$ cat src/rtl/bitctl_pkg.sv
package bitctl_pkg;

    localparam int OP_W = 4;

    typedef enum logic [OP_W-1:0] {
        OP_NOPO = 4'h0, OP_LD   = 4'h1, OP_LDC  = 4'h2, OP_AND  = 4'h3,
        OP_ANDC = 4'h4, OP_OR   = 4'h5, OP_ORC  = 4'h6, OP_XNOR = 4'h7,
        OP_STO  = 4'h8, OP_STOC = 4'h9, OP_IEN  = 4'hA, OP_OEN  = 4'hB,
        OP_JMP  = 4'hC, OP_RTN  = 4'hD, OP_SKZ  = 4'hE, OP_NOPF = 4'hF
    } opcode_e;

    typedef enum logic [1:0] {
        FN_LOAD = 2'd0,
        FN_AND  = 2'd1,
        FN_OR   = 2'd2,
        FN_XNOR = 2'd3
    } logic_fn_e;

    typedef enum logic {
        SEQ_RUN  = 1'b0,
        SEQ_SKIP = 1'b1
    } seq_state_e;

    typedef struct packed {
        logic      rr_we;
        logic_fn_e fn;
        logic      invert;
        logic      ien_we;
        logic      oen_we;
        logic      store;
        logic      jump;
        logic      ret;
        logic      skz;
        logic      nop_o;
        logic      nop_f;
    } ctrl_t;

endpackage

$ cat src/rtl/bitctl_decode.sv
module bitctl_decode
    import bitctl_pkg::*;
(
    input  logic [OP_W-1:0] instr,
    output ctrl_t           ctrl
);
    opcode_e op;
    assign op = opcode_e'(instr);

    always_comb begin
        ctrl = '0;
        unique case (op)
            OP_NOPO: ctrl.nop_o = 1'b1;
            OP_LD:   begin ctrl.rr_we = 1'b1; ctrl.fn = FN_LOAD; end
            OP_LDC:  begin ctrl.rr_we = 1'b1; ctrl.fn = FN_LOAD; ctrl.invert = 1'b1; end
            OP_AND:  begin ctrl.rr_we = 1'b1; ctrl.fn = FN_AND; end
            OP_ANDC: begin ctrl.rr_we = 1'b1; ctrl.fn = FN_AND;  ctrl.invert = 1'b1; end
            OP_OR:   begin ctrl.rr_we = 1'b1; ctrl.fn = FN_OR; end
            OP_ORC:  begin ctrl.rr_we = 1'b1; ctrl.fn = FN_OR;   ctrl.invert = 1'b1; end
            OP_XNOR: begin ctrl.rr_we = 1'b1; ctrl.fn = FN_XNOR; end
            OP_STO:  ctrl.store = 1'b1;
            OP_STOC: begin ctrl.store = 1'b1; ctrl.invert = 1'b1; end
            OP_IEN:  ctrl.ien_we = 1'b1;
            OP_OEN:  ctrl.oen_we = 1'b1;
            OP_JMP:  ctrl.jump = 1'b1;
            OP_RTN:  ctrl.ret = 1'b1;
            OP_SKZ:  ctrl.skz = 1'b1;
            OP_NOPF: ctrl.nop_f = 1'b1;
        endcase
    end
endmodule

$ cat src/rtl/bitctl_logic.sv
module bitctl_logic
    import bitctl_pkg::*;
(
    input  logic_fn_e fn,
    input  logic      invert,
    input  logic      rr,
    input  logic      din_gated,
    output logic      rr_next
);
    logic operand;
    assign operand = din_gated ^ invert;

    always_comb begin
        unique case (fn)
            FN_LOAD: rr_next = operand;
            FN_AND:  rr_next = rr & operand;
            FN_OR:   rr_next = rr | operand;
            FN_XNOR: rr_next = ~(rr ^ operand);
        endcase
    end
endmodule

$ cat src/rtl/bitctl_seq.sv
module bitctl_seq
    import bitctl_pkg::*;
(
    input  logic clk,
    input  logic rst,
    input  logic want_skip,
    output logic execute,
    output logic skipping
);
    seq_state_e state_q, state_d;

    always_ff @(posedge clk) begin
        if (rst) state_q <= SEQ_RUN;
        else     state_q <= state_d;
    end

    always_comb begin
        state_d  = SEQ_RUN;
        execute  = 1'b0;
        skipping = 1'b0;
        unique case (state_q)
            SEQ_RUN: begin
                execute = 1'b1;
                if (want_skip) state_d = SEQ_SKIP;
            end
            SEQ_SKIP: begin
                skipping = 1'b1;
                state_d  = SEQ_RUN;
            end
        endcase
    end
endmodule

$ cat src/rtl/bitctl_core.sv
module bitctl_core
    import bitctl_pkg::*;
(
    input  logic            clk,
    input  logic            rst,
    input  logic [OP_W-1:0] instr,
    input  logic            data_in,
    output logic            data_out,
    output logic            data_oe,
    output logic            write_stb,
    output logic            result,
    output logic            flag_jump,
    output logic            flag_return,
    output logic            flag_nop_o,
    output logic            flag_nop_f
);
    ctrl_t ctrl;
    logic  rr_q, ien_q, oen_q;
    logic  rr_next, din_gated;
    logic  execute, skip_q, live, drive;

    bitctl_decode u_dec (.instr(instr), .ctrl(ctrl));

    assign din_gated = data_in & ien_q;

    bitctl_logic u_logic (
        .fn(ctrl.fn), .invert(ctrl.invert), .rr(rr_q),
        .din_gated(din_gated), .rr_next(rr_next)
    );

    bitctl_seq u_seq (
        .clk(clk), .rst(rst),
        .want_skip(ctrl.ret | (ctrl.skz & ~rr_q)),
        .execute(execute), .skipping(skip_q)
    );

    always_ff @(posedge clk) begin
        if (rst) begin
            rr_q  <= 1'b0;
            ien_q <= 1'b0;
            oen_q <= 1'b0;
        end else if (execute) begin
            if (ctrl.rr_we)  rr_q  <= rr_next;
            if (ctrl.ien_we) ien_q <= data_in;
            if (ctrl.oen_we) oen_q <= data_in;
        end
    end

    assign live        = execute & ~rst;
    assign drive       = live & ctrl.store & oen_q;
    assign data_oe     = drive;
    assign write_stb   = drive;
    assign data_out    = drive & (rr_q ^ ctrl.invert);
    assign result      = rr_q;
    assign flag_jump   = live & ctrl.jump;
    assign flag_return = live & ctrl.ret;
    assign flag_nop_o  = live & ctrl.nop_o;
    assign flag_nop_f  = live & ctrl.nop_f;
endmodule

$ cat config.mk
export PLATFORM = sky130hd
export DESIGN_NAME = bitctl_core
export DESIGN_NICKNAME = d
export VERILOG_FILES = /design/src/rtl/bitctl_pkg.sv /design/src/rtl/bitctl_decode.sv /design/src/rtl/bitctl_logic.sv /design/src/rtl/bitctl_seq.sv /design/src/rtl/bitctl_core.sv
export SDC_FILE = /design/constraint.sdc
export NUM_CORES = 1
export LEC_CHECK = 0
export BUFFER_PORTS_ARGS = -buffer_cell sky130_fd_sc_hd__buf_4
export CORE_AREA = 10 10 47 49
export CTS_CLUSTER_SIZE = 25
export DETAILED_ROUTE_END_ITERATION = 8
export DIE_AREA = 0 0 57 59
export SYNTH_ARGS = -nofsm -noshare
export SYNTH_HDL_FRONTEND = slang
export SYNTH_HIERARCHICAL = 1
export SYNTH_SLANG_ARGS = --single-unit
$ cat constraint.sdc
create_clock -name clk -period 1.7 [get_ports clk]
set_input_delay 0.085 -clock clk [delete_from_list [all_inputs] [get_ports clk]]
set_output_delay 0.085 -clock clk [all_outputs]
set_load 0.02 [all_outputs]
* Yosys cells after proc, flatten, opt, wreduce, memory -nomap -nowiden
Index checks and enable logic that the tools add are counted.
** Storage, ports and cells
- Register bits after elaboration :: 4
- Output and inout bits :: 8
- Input bits :: 7
** Cells by class
- Reduce and logical (&&, ||, !) cells :: 10
- Bitwise operators :: 20
- Muxes and demuxes :: 14
- Equality and inequality tests :: 18
** Operator list (number)
- equality test 4 bit, second input constant :: 8
- equality test 4 x 3 -> 1 bit, second input constant :: 4
- one-hot mux 3 bit (4 select lines) :: 1
- AND 1 bit :: 11
- two-way mux 1 bit :: 11
- equality test 4 x 2 -> 1 bit, second input constant :: 2
- OR reduction 2 bit :: 4
- AND reduction 2 bit :: 3
- equality test 2 bit, second input constant :: 2
- equality test 4 x 1 -> 1 bit, second input constant :: 1
- zero test 4 bit :: 1
- inverter 1 bit :: 4
- one-hot mux 1 bit (4 select lines) :: 1
- OR reduction 4 bit :: 1
- bitwise XOR 1 bit :: 3
- equality test 2 x 1 -> 1 bit, second input constant :: 1
- zero test 2 bit :: 1
- OR 1 bit :: 2
- one-hot mux 1 bit (2 select lines) :: 1

* Logic depth before layout (Yosys ltp)
- Depth after elaboration :: 7
- Depth in mapped cells :: 10
- Mapped depth without buffers :: 9

* Hierarchy
The synthesis kept the hierarchy.
** By module, submodules not included
- bitctl_core :: cells an instance 24, sequential area each 60.1 um^2, instances 1, area each 214.0 um^2
- bitctl_decode :: cells an instance 24, sequential area each 0.0 um^2, instances 1, area each 132.6 um^2
- bitctl_logic :: cells an instance 7, sequential area each 0.0 um^2, instances 1, area each 55.1 um^2
- bitctl_seq :: cells an instance 3, sequential area each 20.0 um^2, instances 1, area each 36.3 um^2

* Worst setup path after synthesis
Ideal clock, no wire load.
- Path type :: in2reg
- Start :: in instr[0]
- End :: reg rr_q, in the netlist result
- Arrival time :: 1.553 ns
- Path slack :: 0.077 ns
- Path buffers :: 1
- Stages on the path :: 10
- Cell sequence :: buf_2 -> or2_2 -> mux2i_1 -> xor2_1 -> ha_1 -> nand2_1 -> o211ai_1 -> o211ai_2 -> nand3_1 -> a21oi_1
** RTL lines
- start, declared :: RTL line bitctl_core.sv:6 : input logic [OP_W-1:0] instr,
- end signal, assigned :: RTL line bitctl_core.sv:43 : if (ctrl.rr_we) rr_q <= rr_next;
- end, declared :: RTL line bitctl_core.sv:18 : logic rr_q, ien_q, oen_q;

==> run summary <==
FP Rows - 14
DR vias/cell - 4.87
Post-synth top area cell - dfxtp_1
Cells after Synth - 58
Final ANT Viol Nets - 0
Power Dens Cells - 510 nW/um^2
Via count - 448
DIE WIDTH - 57 microns
Fillcell total - 150
Clock H-tree levels - 1
Number of global-route vias before repair - 432
Max Cap Viol - 0
Minimum clock period after layout - 1.46 ns
Total track usage - 6.42%
Final wirelength - 1030 microns
Worst-skew pair later-pin latency - 0.23 ns
Met2 WL - 480 microns
Yosys top cell area share - 18.3%
GP Congestion - 0.688
Final period util - 86.1%
HP Class - in2reg
CTS Root Cell - clkbuf_4
Crit path from - instr[3]
Io pins - 15
Storage cell area - 80.1 sq um
Antenna Cells - 0
Area Overhead vs Synth - 35.1%
Post-CTS Hold Buffers - 0
Worst-path clk slew - 0.04 ns
Clk buf depth - 2
Clock power frac - 39.3%
Grt ovf - 0
Yosys warnings - 6
Buffers added on ports - 14
Initial DRC count - 6
Status - completed
Ys async rst share - 0%
Comb pwr share - 27.4%
Final Non-Filler Cells - 92
WP data required - 1.87 ns
PostCTS Resize Cnt - 0
Antenna violations before repair - 0
WS Path Type - in2reg
Placed instance area - 569 sq um
Worst Path Arrival - 1.63 ns
Largest net degree at the start of global routing - 10
Cell variety after synth - 29
Core box area - 1400 sq um
Largest fanout on the critical path - 2
Syn Area/Cell - 7.55 sq um
Max Clk Rate - 683 MHz
WL/cell - 11.2 microns
Dpl cells - 89
Wire length on met1 - 464 microns
Main synth FF type - dfxtp_1
Post-synthesis cell area - 438 sq um
Max layer used - met4
First-pass GRT wire length - 1790 microns
Hold_sp - rst
Most common cell in the netlist - nor2_1
Die Span Y - 59 microns
WP buf/inv - 1
Measured slew at the worst slew-check pin - 0.321 ns
TritonCTS clock tree - yes
Psw - 0.0837 mW
Max Slew Vio Count - 0
Die ar. - 3360 sq um
Post-synth EDFFs - 0
Leak - 0.287 nW
Hold Fails Final Rpt - 0
Syn Nets - 66
Top post-synthesis cells by area - dfxtp_1 18%, a21bo_2 6.9%, and2_2 6.9%
Post-synthesis sequential area ratio - 18.3%
#FFs+latches synth - 4
Inserted Clock Buffers - 3
Post-CTS Setup Bufs - 0
Worst-case vdd ir drop - 0.372 mV
Biggest cell delay along the critical path - 0.28 ns
Critical path, cell by cell - buf_4 -> or2_2 -> mux2i_1 -> xor2_1 -> ha_1 -> nand2_1 -> o211ai_1 -> o211ai_2 -> nand3_1 -> a21oi_1
Post-route cell area - 592 sq um
Top cells by count, synth - 8 x nor2_1, 5 x nand2_1, 4 x a21oi_1, 4 x and2_2, 4 x dfxtp_1
CTS sink cnt - 4
Worst clock skew - 0.000307 ns
Reg power frac - 33.3%
Share of cells above drive strength 1 - 43.4%
Initial DRT Pass Iterations - 2
Max_slew headroom - 78.5%
Final HPWL DP - 831 microns
Nets - 86
Final worst slack - 0.236 ns
Area occupied by multi-input gates - 327 sq um
Worst path top cell family by delay - simple AND/OR/NAND/NOR gates
FF-to-FF Start - ien_q
Worst path slowest cell - or2_2
Worst slack, placed - -0.0434 ns
Drt drc - 0
Setup Total Neg Slack - 0 ns
Sw Ratio - 27.8%
RSZ-0062 raised after global routing - false
Initial Util - 31.3%
# setup viols final - 0
Total power draw - 0.302 mW
Setup crit end kind - register
Worst Setup Start Kind - primary input
Internal Power - 0.218 mW
WL met3 - 67 microns
## metal layers
layer / GRT usage [%] / vias up
met5: 0 / -
met4: 4.03 / 0
met3: 2.79 / 2
met2: 10.2 / 11
met1: 6.83 / 199
li1: - / 236
## per-stage QoR
stage,util (%),hold WS (ns)
4_1_cts,42.2,0.0645
3_5_place_dp,40.6,0.314
6_report,42.2,0.0692
2_1_floorplan,-,0.154
5_1_grt,42.2,0.0799
3_3_place_gp,40.6,0.311
## registers in the layout (all words and copies together) (netlist names)
name	flops
ien_q	1
result	1
oen_q	1
u_seq/state_q	1
## power by group through the flow
stage | logic (mW) | registers (mW) | clock network [mW]
finish | 0.0827 | 0.100 | 0.119
global route | 0.0932 | 0.101 | 0.128
CTS | 0.0842 | 0.100 | 0.123
detailed placement | 0.0838 | 0.102 | 0
global placement | 0.0823 | 0.102 | 0
floorplan | 0.0488 | 0.103 | 0
## kinds of logic (layout without fill, tap and decap cells)
logic type / count (synthesis) / in the layout / share of synthesized area, %
mux: 1 / 1 / 2.29
buf+inv: 5 / 23 / 7.14
xor+xnor: 2 / 2 / 4.00
flops: 4 / 4 / 18.3
compound gates: 10 / 10 / 17.7
simple gates: 35 / 35 / 47.7
fa+ha+maj: 1 / 1 / 2.86
## layout make-up
cell class | count | area share, %
clock buffer | 3 | 3.81
inverter | 2 | 1.27
multi-input combinational | 49 | 55.2
sequential | 4 | 13.5
tap | 16 | 3.38
timing repair buffer | 18 | 22.8
## final timing paths
kind              endpoint  slack [ns]  cells past startpoint
max                 result        0.24                     10
min reg2reg  u_seq/state_q        0.44                      1
min                  oen_q        0.07                      2
max reg2reg         result        0.29                      8
## cells in the final DEF (no fill, tap or decap)
cell	count
nor4_1	1
nor3b_1	2
and3_2	1
dfxtp_1	4
nor3b_2	1
a21bo_2	3
or2b_1	1
o211ai_1	1
and4_1	1
and2_1	1
inv_1	2
nand3_1	3
a21oi_1	4
or3b_1	1
o211ai_2	1
clkbuf_4	3
mux2i_1	1
xor2_1	2
or2_2	1
and2_2	4
a21o_1	1
nor2_1	8
nand2b_1	2
nor3_1	2
nand2_1	5
nor2b_4	1
ha_1	1
buf_4	18
No activity file was read; power rests on OpenSTA's default activity.
